===== src/rtl/swrst_gc_pkg.sv =====
package swrst_gc_pkg;
   typedef enum logic [2:0] {
      SG_IDLE  = 3'd0,  // no START seen since STOP or reset
      SG_ADDR  = 3'd1,  // expecting the address byte
      SG_CMD   = 3'd2,  // general call taken, expecting command
      SG_ARMED = 3'd3,  // command accepted, reset pending on STOP
      SG_DROP  = 3'd4   // sequence rejected until next START
   } sg_state_e;
endpackage


===== src/rtl/swrst_byte_match.sv =====
module swrst_byte_match #(
   parameter int unsigned BYTE_W  = 8,
   parameter logic [BYTE_W-1:0] GC_ADDR = '0,
   parameter logic [BYTE_W-1:0] CMD_VAL = BYTE_W'(6)
) (
   input  logic [BYTE_W-1:0] byte_i,
   output logic              is_gc_wr_o,
   output logic              is_cmd_o
);
   // The whole byte is compared, so the R/W bit (bit 0) must be 0 for a match.
   assign is_gc_wr_o = (byte_i == GC_ADDR);
   assign is_cmd_o   = (byte_i == CMD_VAL);
endmodule


===== src/rtl/swrst_seq_fsm.sv =====
module swrst_seq_fsm
   import swrst_gc_pkg::*;
(
   input  logic clk,
   input  logic rst_n,
   input  logic start_i,
   input  logic stop_i,
   input  logic byte_vld_i,
   input  logic is_gc_wr_i,
   input  logic is_cmd_i,
   output logic ack_c_o,
   output logic fire_c_o
);
   sg_state_e st_q, st_d;

   always_comb begin
      st_d     = st_q;
      ack_c_o  = 1'b0;
      fire_c_o = 1'b0;
      if (start_i) begin
         st_d = SG_ADDR;
      end else if (stop_i) begin
         st_d     = SG_IDLE;
         fire_c_o = (st_q == SG_ARMED);
      end else if (byte_vld_i) begin
         unique case (st_q)
            SG_ADDR: begin
               if (is_gc_wr_i) begin
                  ack_c_o = 1'b1;
                  st_d    = SG_CMD;
               end else begin
                  st_d = SG_DROP;
               end
            end
            SG_CMD: begin
               if (is_cmd_i) begin
                  ack_c_o = 1'b1;
                  st_d    = SG_ARMED;
               end else begin
                  st_d = SG_DROP;
               end
            end
            SG_ARMED: st_d = SG_DROP;
            default:  st_d = st_q;
         endcase
      end
   end

   always_ff @(posedge clk or negedge rst_n) begin
      if (!rst_n) st_q <= SG_IDLE;
      else        st_q <= st_d;
   end
endmodule


===== src/rtl/swrst_gc_detect.sv =====
module swrst_gc_detect #(
   parameter int unsigned BYTE_W  = 8,
   parameter logic [BYTE_W-1:0] GC_ADDR = '0,
   parameter logic [BYTE_W-1:0] CMD_VAL = BYTE_W'(6),
   parameter bit ACK_REG = 1'b0
) (
   input  logic              clk,
   input  logic              rst_n,
   input  logic              start_i,
   input  logic              stop_i,
   input  logic              byte_vld_i,
   input  logic [BYTE_W-1:0] byte_i,
   output logic              ack_o,
   output logic              swrst_o
);
   localparam int unsigned RW_BIT = 0;

   if (BYTE_W < 2) begin : g_chk_w
      $error("BYTE_W must be at least 2");
   end
   if (GC_ADDR[RW_BIT] != 1'b0) begin : g_chk_rw
      $error("GC_ADDR must carry the write direction");
   end
   if (GC_ADDR == CMD_VAL) begin : g_chk_dist
      $error("GC_ADDR and CMD_VAL must differ");
   end

   logic is_gc_wr, is_cmd, ack_c, fire_c;
   logic swrst_q;

   swrst_byte_match #(
      .BYTE_W (BYTE_W),
      .GC_ADDR(GC_ADDR),
      .CMD_VAL(CMD_VAL)
   ) u_match (
      .byte_i    (byte_i),
      .is_gc_wr_o(is_gc_wr),
      .is_cmd_o  (is_cmd)
   );

   swrst_seq_fsm u_fsm (
      .clk       (clk),
      .rst_n     (rst_n),
      .start_i   (start_i),
      .stop_i    (stop_i),
      .byte_vld_i(byte_vld_i),
      .is_gc_wr_i(is_gc_wr),
      .is_cmd_i  (is_cmd),
      .ack_c_o   (ack_c),
      .fire_c_o  (fire_c)
   );

   if (ACK_REG) begin : g_ack_reg
      logic ack_q;
      always_ff @(posedge clk or negedge rst_n) begin
         if (!rst_n) ack_q <= 1'b0;
         else        ack_q <= ack_c;
      end
      assign ack_o = ack_q;
   end else begin : g_ack_comb
      assign ack_o = ack_c;
   end

   always_ff @(posedge clk or negedge rst_n) begin
      if (!rst_n) swrst_q <= 1'b0;
      else        swrst_q <= fire_c;
   end
   assign swrst_o = swrst_q;
endmodule


===== config.mk =====
export PLATFORM = sky130hd
export DESIGN_NAME = swrst_gc_detect
export DESIGN_NICKNAME = d
export VERILOG_FILES = /design/src/rtl/swrst_gc_pkg.sv /design/src/rtl/swrst_byte_match.sv /design/src/rtl/swrst_seq_fsm.sv /design/src/rtl/swrst_gc_detect.sv
export SDC_FILE = /design/constraint.sdc
export NUM_CORES = 1
export LEC_CHECK = 0
export CAP_MARGIN = 30
export CORE_AREA = 2 2 39 41
export CTS_CLUSTER_SIZE = 10
export DETAILED_ROUTE_END_ITERATION = 8
export DIE_AREA = 0 0 41 43
export DONT_BUFFER_PORTS = 1
export PLACE_DENSITY = 0.34
export SLEW_MARGIN = 10
export SYNTH_ARGS = -nofsm -noshare
export SYNTH_HDL_FRONTEND = slang
export SYNTH_HIERARCHICAL = 1
export SYNTH_SLANG_ARGS = --single-unit

===== constraint.sdc =====
create_clock -name clk -period 3.5 [get_ports clk]
set_clock_uncertainty 0.1 [all_clocks]
set_input_delay 0.175 -clock clk [delete_from_list [all_inputs] [get_ports clk]]
set_output_delay 0.175 -clock clk [all_outputs]
set_load 0.01 [all_outputs]

==> results.toml <==
[clocking]
htreeDepth = 1
cts_root_buf = "clkbuf_4"
cts.sinks = 4
cts_buffers = 3
clk_latency_ns = 0.23
post_cts_buffers = 0
cts_tree = "yes"
clockBufferDepth = 2
cts.clk_slew.worst_paths_ns = 0.03

[power_and_ir_drop]
power.leakage_nw = 0.132
fin_total_pwr_uw = 115
p_per_area_mw_per_mm2 = 345
vdd_drop_max_uv = 139
p_comb_share_pct = 9.6
clkPwrFrac_pct = 47.5
pwr-share-seq_pct = 42.8
p_switching_uw = 22.8
swShare_pct = 19.8
power.internal_uw = 92.1

[sta]
period_share_pct = 49.2
rsz0062_at_grt = "false"
relSlewSlack_pct = 81.3
period_needed_ns = 1.72
hold_viol_final = 0
slew_violations = 0
setup-violations-final = 0
max_freq_mhz = 581
fin_setup_tns_ns = 0
worst_pin_slew_ns = 0.282

[synthesis]
yosysTopAreaCell = "dfrtp_1"
netlist_area_um2 = 260
yosys.area.top_type_share_pct = 38.5
syn_nets = 42
yosys_warnings = 6
ys_ff_latch = 4
postSynthCellCount = 29
synth_cell_types = 20
avgSynthCellArea_um2 = 8.97
ys_seq_area_share_pct = 38.5
ys_top_cells_by_area = "dfrtp_1 38%, nor2_1 5.8%, nand2b_4 5.3%, nand2_1 4.3%, nand4bb_1 4.3%"

[route]
ant_nets = 0
viasPerCell = 4.63
drtIter0Drc = 2
vias = 236
drtPass1Iterations = 2
remaining_drc_errors = 0
routed_wl_um = 591
routedWlPerCell_um = 11.6

[placement]
port_buffers = 0
place_congestion = 0.589
hpwl_um = 498
dp.cells = 45

[critical_path]
cp-end-kind = "output port"
r2r_setup_slack_ns = 2.07
crit_type = "primary input to output port"
crit_fanout = 2
crit_arrival_ns = 1.45
startpoint_type = "primary input"
critPathRequiredTime_ns = 3.22

[cells_and_area]
syn2layout_area_growth_pct = 27.9
drive_gt1_share_pct = 20.0
fill_cells = 154
multi_input_area_um2 = 149
diodes = 0
fin_nets = 50
mostFrequentLayoutCells = "4 x dfrtp_1, 4 x nor2_1, 3 x clkbuf_4, 3 x dlygate4sd3_1, 3 x nand2_1"
post-route-util_pct = 24.1
fin_cells = 51
regArea_um2 = 100

[grt]
antenna_found_initial = 0
grt_pass1_wl_um = 883
gr-usage-all-layers_pct = 7.76
grt_overflow = 0
grt_pass1_vias = 242
grt_max_degree = 6

[die]
coreArea_mm2 = 0.00138
die-height_um = 43
die-area_mm2 = 0.00176
ioPinCount = 15
rows = 14
fp.dieW_um = 41
initial_core_util_pct = 18.8

[run_status]
status = "completed"

[job]
cap_viol_max_count = 0

[min_path]
hold_path.class = "primary input to flip-flop"
-- stage by stage --
stage | setup slack, ns | hold WS, ns | cell area [µm²]
finish | 1.78 | 0.0343 | 333
detailed placement | 1.76 | -0.221 | 280
CTS | 1.76 | 0.0277 | 333
floorplan | 1.85 | -0.221 | 260
global placement | 1.79 | -0.221 | 280
global route | 1.71 | 0.0378 | 333
-- worst max-delay path, cell delays in order --
cell and delay, ns:
or4_4 0.52, nor2_1 0.20, nand2b_4 0.07, or2_1 0.23, a21oi_1 0.26
-- cell families after synthesis --
family                 Yosys count  synth area share (%)
flip-flops                       4                  38.5
multiplexers                     1                  3.85
AO/OA/AOI/OAI                    6                  15.4
AND/OR/NAND/NOR                 15                  38.0
buffers and inverters            3                  4.33
-- per-layer routing --
| layer | wire length [µm] | vias up | GRT usage, % |
|---|---|---|---|
| met5 | 0 | - | 0 |
| met4 | 0 | 0 | 8.00 |
| met3 | 25 | 0 | 1.57 |
| met2 | 319 | 3 | 11.6 |
| met1 | 246 | 117 | 8.14 |
| li1 | - | 116 | - |
-- state kept, by name, summed over array words and instances (netlist names) --
register    cells
swrst_o         1
u_fsm/st_q      3
-- power groups by stage --
stage	Clock [mW]	Combinational [mW]	Sequential (mW)
after global placement	0	0.00816	0.0498
final	0.0546	0.0111	0.0492
after CTS	0.0591	0.0112	0.0492
after floorplan	0	0.00737	0.0494
after detailed placement	0	0.00855	0.0498
after global routing	0.0608	0.0123	0.0494
-- cells in the mapped netlist --
cell type  number
a21oi_1         1
o22ai_1         1
nand2_1         3
inv_1           2
nor4_1          1
nor2_1          4
or4_4           1
mux2i_1         1
o21ai_0         1
or2_1           1
nand2b_4        1
a21boi_1        1
nand4bb_1       1
a21o_1          1
nor2b_2         1
or4_1           1
inv_2           1
dfrtp_1         4
a221oi_1        1
nand3b_1        1
-- final timing paths --
path	start	endpoint	depth (start not counted)
setup / recovery	byte_i[0]	ack_o	5
hold / removal	stop_i	u_fsm/st_q[0]	2
setup reg to reg	u_fsm/st_q[2]	swrst_o	2
hold reg to reg	u_fsm/st_q[2]	u_fsm/st_q[2]	2
max in group asynchronous	rst_n	u_fsm/st_q[1]	1
min in group asynchronous	rst_n	swrst_o	1
-- timing repair --
| item | in CTS | in global routing |
|---|---|---|
| resized for setup | 0 | 0 |
| hold endpoints to repair | 6 | 0 |
| hold buffers | 3 | 0 |
-- cell type report --
class                   count  share of cell area [%]
clock buffers               3                    6.77
repair buffers              3                    9.02
multi-input cells          22                    44.7
flip-flops and latches      4                    30.1
inverters                   3                    3.38
well taps                  16                    6.02
Power figures use the tool's default switching activity.
